**src/rtl/rbs_pkg.sv**
```systemverilog
package rbs_pkg;
  localparam int NUM_CH     = 24;
  localparam int FRAMES     = 24;
  localparam int SIG_PER_CH = 4;
  localparam int REG_W      = 8;
  localparam int TOT_BITS   = NUM_CH * SIG_PER_CH;
  localparam int NUM_REG    = TOT_BITS / REG_W;
  localparam int FR_STRIDE  = FRAMES / SIG_PER_CH;
  localparam int CH_W       = $clog2(NUM_CH);
  localparam int FR_W       = $clog2(FRAMES);
  localparam int IDX_W      = $clog2(TOT_BITS);
  localparam int ADDR_W     = $clog2(NUM_REG + 1);
  localparam int STAT_ADDR  = NUM_REG;

  typedef logic [TOT_BITS-1:0] sig_set_t;
endpackage

```
**src/rtl/rbs_pos_map.sv**
```systemverilog
module rbs_pos_map
  import rbs_pkg::*;
(
  input  logic             oct_vld,
  input  logic             rob_bit,
  input  logic [CH_W-1:0]  oct_chan,
  input  logic [FR_W-1:0]  oct_frame,
  input  logic             fmt_esf,
  output logic             wr_en,
  output logic [IDX_W-1:0] wr_idx,
  output logic             wr_bit,
  output logic             period_start,
  output logic             period_end
);
  logic       in_range;
  logic       sig_frame;
  logic [1:0] slot;
  int         pos;

  always_comb begin
    in_range  = (oct_chan < CH_W'(NUM_CH)) && (oct_frame < FR_W'(FRAMES));
    sig_frame = (int'(oct_frame) % FR_STRIDE) == (FR_STRIDE - 1);
    slot      = 2'(int'(oct_frame) / FR_STRIDE);
    if (fmt_esf)
      pos = int'(oct_chan) * SIG_PER_CH + int'(slot);
    else
      pos = int'(slot[1]) * (TOT_BITS / 2) + int'(oct_chan) * 2 + int'(slot[0]);
    // sequential bit order runs from bit 7 downward inside each register
    wr_idx       = IDX_W'((pos / REG_W) * REG_W + (REG_W - 1) - (pos % REG_W));
    wr_bit       = rob_bit;
    wr_en        = oct_vld && in_range && sig_frame;
    period_start = oct_vld && (oct_chan == '0) && (oct_frame == '0);
    period_end   = oct_vld && (oct_chan == CH_W'(NUM_CH - 1)) &&
                   (oct_frame == FR_W'(FRAMES - 1));
  end
endmodule

```
**src/rtl/rbs_shadow.sv**
```systemverilog
module rbs_shadow
  import rbs_pkg::*;
(
  input  logic             clk,
  input  logic             wr_en,
  input  logic [IDX_W-1:0] wr_idx,
  input  logic             wr_bit,
  output sig_set_t         snap
);
  sig_set_t shadow_q;
  sig_set_t shadow_d;

  always_comb begin
    shadow_d = shadow_q;
    if (wr_en) shadow_d[wr_idx] = wr_bit;
  end

  // data store, no reset: content is undefined until a period completes
  always_ff @(posedge clk) begin
    if (wr_en) shadow_q <= shadow_d;
  end

  assign snap = shadow_d;
endmodule

```
**src/rtl/rbs_bank.sv**
```systemverilog
module rbs_bank
  import rbs_pkg::*;
(
  input  logic     clk,
  input  logic     rst_n,
  input  sig_set_t snap,
  input  logic     period_start,
  input  logic     period_end,
  input  logic     clr,
  output sig_set_t vis_q,
  output logic     chg_irq_q,
  output logic     upd_q
);
  logic started_q, started_d;
  logic hist_q, hist_d;
  logic chg_irq_d, upd_d;
  logic load, set_irq;

  always_comb begin
    load      = period_end && started_q;
    set_irq   = load && hist_q && (snap != vis_q);
    started_d = started_q || period_start;
    hist_d    = hist_q || load;
    chg_irq_d = set_irq || (chg_irq_q && !clr);
    upd_d     = load || (upd_q && !clr);
  end

  always_ff @(posedge clk or negedge rst_n) begin
    if (!rst_n) begin
      started_q <= 1'b0;
      hist_q    <= 1'b0;
      chg_irq_q <= 1'b0;
      upd_q     <= 1'b0;
    end else begin
      started_q <= started_d;
      hist_q    <= hist_d;
      chg_irq_q <= chg_irq_d;
      upd_q     <= upd_d;
    end
  end

  always_ff @(posedge clk) begin
    if (load) vis_q <= snap;
  end

  p_vis_hold_r4: assert property (@(posedge clk) disable iff (!rst_n)
    !period_end |=> $stable(vis_q));
  p_irq_at_boundary_r5: assert property (@(posedge clk) disable iff (!rst_n)
    $rose(chg_irq_q) |-> $past(period_end));
  p_same_set_quiet_r6: assert property (@(posedge clk) disable iff (!rst_n)
    (period_end && (snap == vis_q) && !chg_irq_q) |=> !chg_irq_q);
  p_status_clear_r7: assert property (@(posedge clk) disable iff (!rst_n)
    (clr && !period_end) |=> (!chg_irq_q && !upd_q));
  p_no_irq_first_r8: assert property (@(posedge clk) disable iff (!rst_n)
    !hist_q |-> !chg_irq_q);
  p_upd_at_boundary_r9: assert property (@(posedge clk) disable iff (!rst_n)
    $rose(upd_q) |-> $past(period_end));
endmodule

```
**src/rtl/rbs_monitor.sv**
```systemverilog
module rbs_monitor
  import rbs_pkg::*;
(
  input  logic                clk,
  input  logic                rst_n,
  input  logic                oct_vld,
  input  logic [REG_W-1:0]    oct_data,
  input  logic [CH_W-1:0]     oct_chan,
  input  logic [FR_W-1:0]     oct_frame,
  input  logic                fmt_esf,
  input  logic                ser_sig_en,
  input  logic                rd_en,
  input  logic [ADDR_W-1:0]   rd_addr,
  output logic [REG_W-1:0]    rd_data,
  output logic [TOT_BITS-1:0] sig_regs,
  output logic                sig_chg_irq,
  output logic                sig_upd
);
  logic             wr_en, wr_bit, period_start, period_end, clr;
  logic [IDX_W-1:0] wr_idx;
  sig_set_t         snap, vis;
  logic             unused_hi;

  assign unused_hi = ^oct_data[REG_W-1:1];

  rbs_pos_map i_pos_map (
    .oct_vld      (oct_vld),
    .rob_bit      (oct_data[0]),
    .oct_chan     (oct_chan),
    .oct_frame    (oct_frame),
    .fmt_esf      (fmt_esf),
    .wr_en        (wr_en),
    .wr_idx       (wr_idx),
    .wr_bit       (wr_bit),
    .period_start (period_start),
    .period_end   (period_end)
  );

  rbs_shadow i_shadow (
    .clk    (clk),
    .wr_en  (wr_en),
    .wr_idx (wr_idx),
    .wr_bit (wr_bit),
    .snap   (snap)
  );

  assign clr = rd_en && (rd_addr == ADDR_W'(STAT_ADDR));

  rbs_bank i_bank (
    .clk          (clk),
    .rst_n        (rst_n),
    .snap         (snap),
    .period_start (period_start),
    .period_end   (period_end),
    .clr          (clr),
    .vis_q        (vis),
    .chg_irq_q    (sig_chg_irq),
    .upd_q        (sig_upd)
  );

  always_comb begin
    rd_data = '0;
    if (rd_addr == ADDR_W'(STAT_ADDR))
      rd_data = {{(REG_W-2){1'b0}}, sig_upd, sig_chg_irq};
    else if ((rd_addr < ADDR_W'(NUM_REG)) && !ser_sig_en)
      rd_data = vis[int'(rd_addr)*REG_W +: REG_W];
  end

  assign sig_regs = vis;
endmodule

```
**config.mk**
```make
export PLATFORM = sky130hd
export DESIGN_NAME = rbs_monitor
export DESIGN_NICKNAME = d
export VERILOG_FILES = /design/src/rtl/rbs_pkg.sv /design/src/rtl/rbs_pos_map.sv /design/src/rtl/rbs_shadow.sv /design/src/rtl/rbs_bank.sv /design/src/rtl/rbs_monitor.sv
export SDC_FILE = /design/constraint.sdc
export NUM_CORES = 1
export LEC_CHECK = 0
export BUFFER_PORTS_ARGS = -buffer_cell sky130_fd_sc_hd__buf_2
export CELL_PAD_IN_SITES_DETAIL_PLACEMENT = 1
export CELL_PAD_IN_SITES_GLOBAL_PLACEMENT = 2
export CORE_ASPECT_RATIO = 1.25
export CORE_MARGIN = 5
export CORE_UTILIZATION = 30
export DETAILED_ROUTE_END_ITERATION = 10
export PLACE_DENSITY_LB_ADDON = 0.3
export SYNTH_ARGS = -nofsm -noshare
export SYNTH_HDL_FRONTEND = slang
export SYNTH_SLANG_ARGS = --single-unit
```
**constraint.sdc**
```tcl
create_clock -name clk -period 5.9 [get_ports clk]
set_input_delay 1.18 -clock clk [delete_from_list [all_inputs] [get_ports clk]]
set_output_delay 1.18 -clock clk [all_outputs]
set_load 0.05 [all_outputs]
```
== Yosys cells after proc, flatten, opt, wreduce, memory -nomap -nowiden ==
Cells that the tools add are included.

* Output and inout bits: 106
* Logic and storage cells: 58
* Register bits after elaboration: 196
* Input bits: 28

* Order comparisons: 5
* Bitwise operators: 1
* Reduce and logical (&&, ||, !) cells: 24
* Add/sub/neg operators: 6
* Shift operators: 1
* Equal/unequal tests: 5
* Multiply operators: 1
* Div/mod/pow operators: 2
* Mux-type cells: 7

{| class="wikitable"
|+ Operators by type and width
! kind !! count
|-
| 96-bit bitwise mux || 1
|-
| 96-bit 2-to-1 mux || 1
|-
| 96-bit inequality test || 1
|-
| 96-bit by 8-bit indexed part select with 8-bit output || 1
|-
| 32-bit by 2-bit adder with 32-bit output || 1
|-
| 32-bit by 7-bit adder with 32-bit output || 1
|-
| 6-bit by 4-bit divider with 32-bit output, second input constant || 1
|-
| 32-bit by 4-bit equality test with 1-bit output, second input constant || 1
|-
| 6-bit by 4-bit modulo with 32-bit output, second input constant || 1
|-
| 32-bit 2-to-1 mux || 1
|-
| 8-bit 2-to-1 mux || 2
|-
| 1-bit logical AND || 15
|-
| 5-bit equality test, second input constant || 2
|-
| 5-bit zero test || 2
|-
| 5-bit less-than comparator, second input constant || 2
|-
| 7-bit by 2-bit adder with 8-bit output || 1
|-
| 7-bit by 8-bit less-than comparator with 1-bit output, second input constant || 1
|-
| 7-bit by 4-bit adder with 7-bit output, second input constant || 1
|-
| 1-bit demux with 7-bit select || 1
|-
| 7-bit by 1-bit greater-or-equal comparator with 1-bit output, second input constant || 1
|-
| 7-bit by 4-bit subtractor with 7-bit output || 1
|-
| 4-bit by 1-bit adder with 4-bit output || 1
|-
| 4-bit equality test, second input constant || 1
|-
| 1-bit logical OR || 4
|-
| other kinds (6) || 7
|}

== Logic depth before layout (Yosys ltp) ==
* Depth after elaboration: 19
* Gate-level depth with buffers: 23
* Gate-level depth less buffers: 19

== Hierarchy ==
A second synthesis with hierarchy kept.

* Cell total of the unflattened synthesis: 742
* Area total of the unflattened synthesis: 10334.9 um^2

{| class="wikitable"
|+ By module, submodules not included
! module !! area each (um^2) !! cells an instance !! instances !! sequential area each (um^2)
|-
| rbs_shadow || 4894.7 || 351 || 1 || 2882.8
|-
| rbs_bank || 4070.2 || 238 || 1 || 2982.9
|-
| rbs_monitor || 940.9 || 95 || 1 || 0.0
|-
| rbs_pos_map || 429.2 || 58 || 1 || 0.0
|}

== Worst setup path before layout ==
No wires, ideal clock.

* Path kind: input port to flip-flop
* From: input oct_chan[0]
* To: register i_bank.chg_irq_q
* Arrival: 6.618 ns
* Buffers on the path: 1
* Path slack: -0.818 ns
* Stages: 6
* Setup time: 0.100 ns
* Required time: 5.800 ns
* Cells stage by stage: clkbuf_1 nand4_1 or4_1 nor2_1 a21oi_1 a41oi_1

* Elaborated cells on any way between the ends: 28
* Classes of those cells: 6 x add/sub; 3 x order compare; 2 x eq/ne; 5 x mux; 1 x bitwise; 11 x reduce/logical

{| class="wikitable"
|+ RTL lines
! element !! RTL line !! source
|-
| from (decl) || rbs_monitor.sv:8 || <nowiki>input logic [CH_W-1:0] oct_chan,</nowiki>
|-
| 5-bit equality test || rbs_pos_map.sv:33 || <nowiki>period_end = oct_vld && (oct_chan == CH_W'(NUM_CH - 1)) &&</nowiki>
|-
| 1-bit logical AND (2 in series) || rbs_pos_map.sv:33 ||
|-
| 1-bit logical AND || rbs_bank.sv:20 || <nowiki>load = period_end && started_q;</nowiki>
|-
| net i_bank.load || rbs_bank.sv:17 || <nowiki>logic load, set_irq;</nowiki>
|-
| 1-bit logical AND (2 in series) || rbs_bank.sv:21 || <nowiki>set_irq = load && hist_q && (snap != vis_q);</nowiki>
|-
| 1-bit logical OR || rbs_bank.sv:24 || <nowiki>chg_irq_d = set_irq || (chg_irq_q && !clr);</nowiki>
|-
| net i_bank.chg_irq_d || rbs_bank.sv:16 || <nowiki>logic chg_irq_d, upd_d;</nowiki>
|-
| to (signal assigned) || rbs_bank.sv:37 || <nowiki>chg_irq_q <= chg_irq_d;</nowiki>
|-
| to (decl) || rbs_bank.sv:11 || <nowiki>output logic chg_irq_q,</nowiki>
|}

The timed path passes the listed nets, and every way through them passes these cells.
A chain may end at the register's enable or synchronous reset.

== Worst setup path after layout ==
* From: input oct_frame[4]
* To: register i_bank.chg_irq_q

* Word-level cells in the longest chain between the ends: 18
* Elaborated cells on any way between the ends: 31
* Classes of those cells: 6 x add/sub; 1 x mul; 2 x div; 3 x order compare; 3 x eq/ne; 5 x mux; 1 x bitwise; 10 x reduce/logical

{| class="wikitable"
|+ RTL lines
! element !! RTL line !! source
|-
| from (decl) || rbs_monitor.sv:9 || <nowiki>input logic [FR_W-1:0] oct_frame,</nowiki>
|-
| 6-bit by 4-bit divider with 32-bit output || rbs_pos_map.sv:23 || <nowiki>slot = 2'(int'(oct_frame) / FR_STRIDE);</nowiki>
|-
| 1-bit by 2-bit multiplier with 3-bit output || rbs_pos_map.sv:27 || <nowiki>pos = int'(slot[1]) * (TOT_BITS / 2) + int'(oct_chan) * 2 + int'(slot[0]);</nowiki>
|-
| 32-bit by 7-bit adder with 32-bit output || rbs_pos_map.sv:27 ||
|-
| 32-bit by 2-bit adder with 32-bit output || rbs_pos_map.sv:27 ||
|-
| 32-bit 2-to-1 mux || rbs_pos_map.sv:24 || <nowiki>if (fmt_esf)</nowiki>
|-
| 1-bit bitwise AND (no line) || - ||
|-
| 4-bit by 1-bit adder with 4-bit output (no line) || - ||
|-
| 7-bit by 4-bit adder with 7-bit output || rbs_pos_map.sv:29 || <nowiki>wr_idx = IDX_W'((pos / REG_W) * REG_W + (REG_W - 1) - (pos % REG_W));</nowiki>
|-
| [... 3 more ...] || - ||
|-
| 1-bit 2-to-1 mux (not written as such) || rbs_shadow.sv:15 || <nowiki>if (wr_en) shadow_d[wr_idx] = wr_bit;</nowiki>
|-
| 1-bit demux with 7-bit select || - ||
|-
| 96-bit bitwise mux || rbs_shadow.sv:15 ||
|-
| 96-bit 2-to-1 mux || rbs_shadow.sv:15 ||
|-
| 96-bit inequality test || rbs_bank.sv:21 ||
|-
| 1-bit logical AND (*) || rbs_bank.sv:21 ||
|-
| 1-bit logical OR (*) || rbs_bank.sv:24 ||
|-
| net i_bank.chg_irq_d || rbs_bank.sv:16 ||
|}

Mark *: on every way through the listed nets, which the timed path passes. The rest lies on a longest branch.

==> results.md <==
* Status: finished clean
* Utilization after layout at between 30% and 40%
* Syn. warnings at 0
* DRC Markers at 0
* Hpwl dp at about 45000 um
* Inserted Diodes at 0
* Largest stage delay, worst path at 0.48 ns
* CP bufs+invs at 5
* Root buffer cell: clkbuf_16
* Unrepaired setup endpoints after global routing: no
* CP most frequent cell: ha_1
* I/O Buffers at roughly 130
* Share of the synthesized area in the top cell type at approximately half
* Most frequent cells in the layout: buf_4 (233), edfxtp_1 (192), buf_2 (125)
* Vias at approximately 11000
* EDFF count, synth at about 190
* Kind of critical path: primary input to register
* Met2 Use GR at 44.2%
* Die area at 0.0432 mm2
* Num ports at ~130
* Syn Nets at between 1000 and 1500
* Max Fclk at about 180 MHz
* Setup TNS Final at 0 ns
* Layout cells sized above 1 at 36.7%
* Synth async-reset ratio at under 10%
* Total Wirelength at a little under 60000 um
* Met1 Resource Use GR at about a third
* Synth cell types at 84
* Syn avg cell area at ~11 um2
* Delay-heaviest family, CP: simple AND/OR/NAND/NOR gates
* GRT Total Usage at between 20% and 30%
* CP arrival at 5.95 ns
* CP Capture Type: register
* Fillers at approximately 4400
* Antenna violations before repair at 0
* Leak at about 0.0057 uW
* Final Hold Viols at 0
* Worst-Margin Slew at between 0.9 and 1 ns
* Hold Slack at between 0.4 and 0.5 ns
* Critical-path top delay cell: or4_1
* Wire length per cell at roughly 32 um
* Max-cap violations at 0
* Commonest non-fill, non-tap cell in the layout: buf_4
* Synth Instances at around 1000
* DR pass1 iterations at 7
* Worst-path cell chain: buf_2, ha_1, and3b_1, o21ai_1, ha_1, inv_1, fa_1, inv_1, mux2i_4, ha_1, nor2_2, xor3_1, or3_1, buf_4, nor3_1, o32ai_1, or4_1, nor4_1, buf_4, nand4_1, nor4b_2, a41oi_1
* RD Place Congestion at about 0.99
* CTS max path bufs at 2
* Mapped cell area at around 0.012 mm2
* Post-synth top flop: edfxtp_1
* Grt ovf at 0
* Pwr Density at ~220 mW/mm2
* DIE HEIGHT at between 200 and 250 um
* Slew HR at about a third
* Yosys top cell by area: edfxtp_1
* CTS sink count at approximately 200
* Tmin final at roughly 5.6 ns
* Most Crowded Layer GR: met2
* Seq/Total Area, Yosys at around half
* Yosys reg bits at between 150 and 200
* Critical path launch point type: primary input
* Vias in the first global route at 11400
* Final setup viols at 0
* CTS Hold Bufs at 0
* Final slew viol count at 0
* Clk Latency, worst-skew pair at approximately 0.47 ns
* Peak VDD IR at about 160 uV
* Grt met3 use at between 3 and 4%
* Largest net degree at the start of global routing at between 50 and 60
* Initial Util at roughly 30%
* Die width at approximately 190 um
* Antenna-violating nets left at 0
* Global-route wire length before repair at roughly 83000 um
* Core ar. at 0.0389 mm2
* CP required at between 6 and 7 ns
* NumNets Final at 1395
* CTS Buf Count at 17
* FP Rows at 81
* Period Utilization, post-route at 95.2%
* Clk_skew at 0.00955 ns
* Area contributors post-synth: edfxtp_1 (49%), mux2_2 (5.1%), mux4_2 (4.6%), mux2i_1 (2.7%), nand2_1 (2.4%)
* Clk pin slew, worst setup/hold paths at ~0.07 ns
* Min-delay worst type: register to register
* Vias per inst at around 5.9
* CP Max Fanout at 6
* Area Growth Syn to Fin at 29.6%
* H-tree level count at 4
* CTS tree: built
* Initial drt markers at around 1100
==> power breakdown <==
group | internal, uW | total (uW) | switching (uW)
logic | 193 | 538 | 345
registers | 1530 | 1530 | 5.30
clock network | 663 | 1240 | 574
==> path summary, 6_finish.rpt <==
check	startpoint	end	slack (ns)	cells past startpoint
max	oct_frame[4]	i_bank.chg_irq_q$_DFF_PN0_	0.28	22
min reg2reg	i_bank.hist_q$_DFF_PN0_	i_bank.hist_q$_DFF_PN0_	0.49	1
max in group asynchronous	rst_n	i_bank.upd_q$_DFF_PN0_	5.20	1
min	i_bank.hist_q$_DFF_PN0_	i_bank.hist_q$_DFF_PN0_	0.49	1
max reg2reg	i_bank.vis_q[61]$_DFFE_PP_	i_bank.chg_irq_q$_DFF_PN0_	3.22	9
min in group asynchronous	rst_n	i_bank.chg_irq_q$_DFF_PN0_	0.53	1
==> routing by layer <==
layer / up-vias / part of all wire, % / routed length (um)
li1: 4704 / - / -
met1: 5626 / 40 / 23600
met2: 525 / 47 / 27800
met3: 149 / 6.2 / 3680
met4: 0 / 6.8 / 4020
met5: - / 0 / 0
==> layout make-up <==
class	count	area (um2)	area share [%]
Clock buffer	17	425	2.79
Clock inverter	13	158	1.04
Inverter	70	263	1.73
Multi-Input combinational cell	715	5460	35.8
Sequential cell	196	5870	38.5
Tap cell	498	623	4.09
Timing Repair Buffer	361	2430	16.0
==> state kept, by name, indices dropped and copies added, names as in the netlist <==
signal,count
i_bank.chg_irq_q,1
i_bank.hist_q,1
i_bank.started_q,1
i_bank.upd_q,1
i_bank.vis_q,96
i_shadow.shadow_q,96
==> timing repair <==
item / 4_1_cts / 5_1_grt
buffers inserted: 0 / 1
resized for setup: 2 / 20
pin swaps: 0 / 3
endpoints found under the setup margin: 1 / 1
==> cell usage after synthesis (19+ instances only) <==
library cell and number:
inv_1 69, mux2_2 53, nor4_1 21, nor2_1 56
mux4_2 24, nand2_1 74, nand3_1 41, o21ai_0 32
mux2i_1 32, a21oi_1 27, clkbuf_1 38, xor2_1 19
nor3_1 51, edfxtp_1 192, nand4_1 22
==> kinds of logic after synthesis <==
logic type	after synthesis	synth area share, %
simple gates	348	15.9
compound gates	214	13.4
flops	196	49.9
buf+inv	134	4.62
mux	109	12.4
xor+xnor	37	3.00
fa+ha+maj	7	0.788
==> through the flow <==
| stage | instances | total power (uW) | setup WS [ns] | instance area, um2 |
|---|---|---|---|---|
| after floorplan | 1045 | 1800 | 0.00286 | 11800 |
| after global routing | 1870 | 3380 | 0.0192 | 15200 |
| after detailed placement | 1839 | 2080 | -0.711 | 14500 |
| after global placement | 1839 | 2070 | -0.618 | 14500 |
| final | 1870 | 3310 | 0.284 | 15200 |
| after CTS | 1869 | 3290 | 0.000684 | 15100 |
No activity file was read; power rests on OpenSTA's default activity.
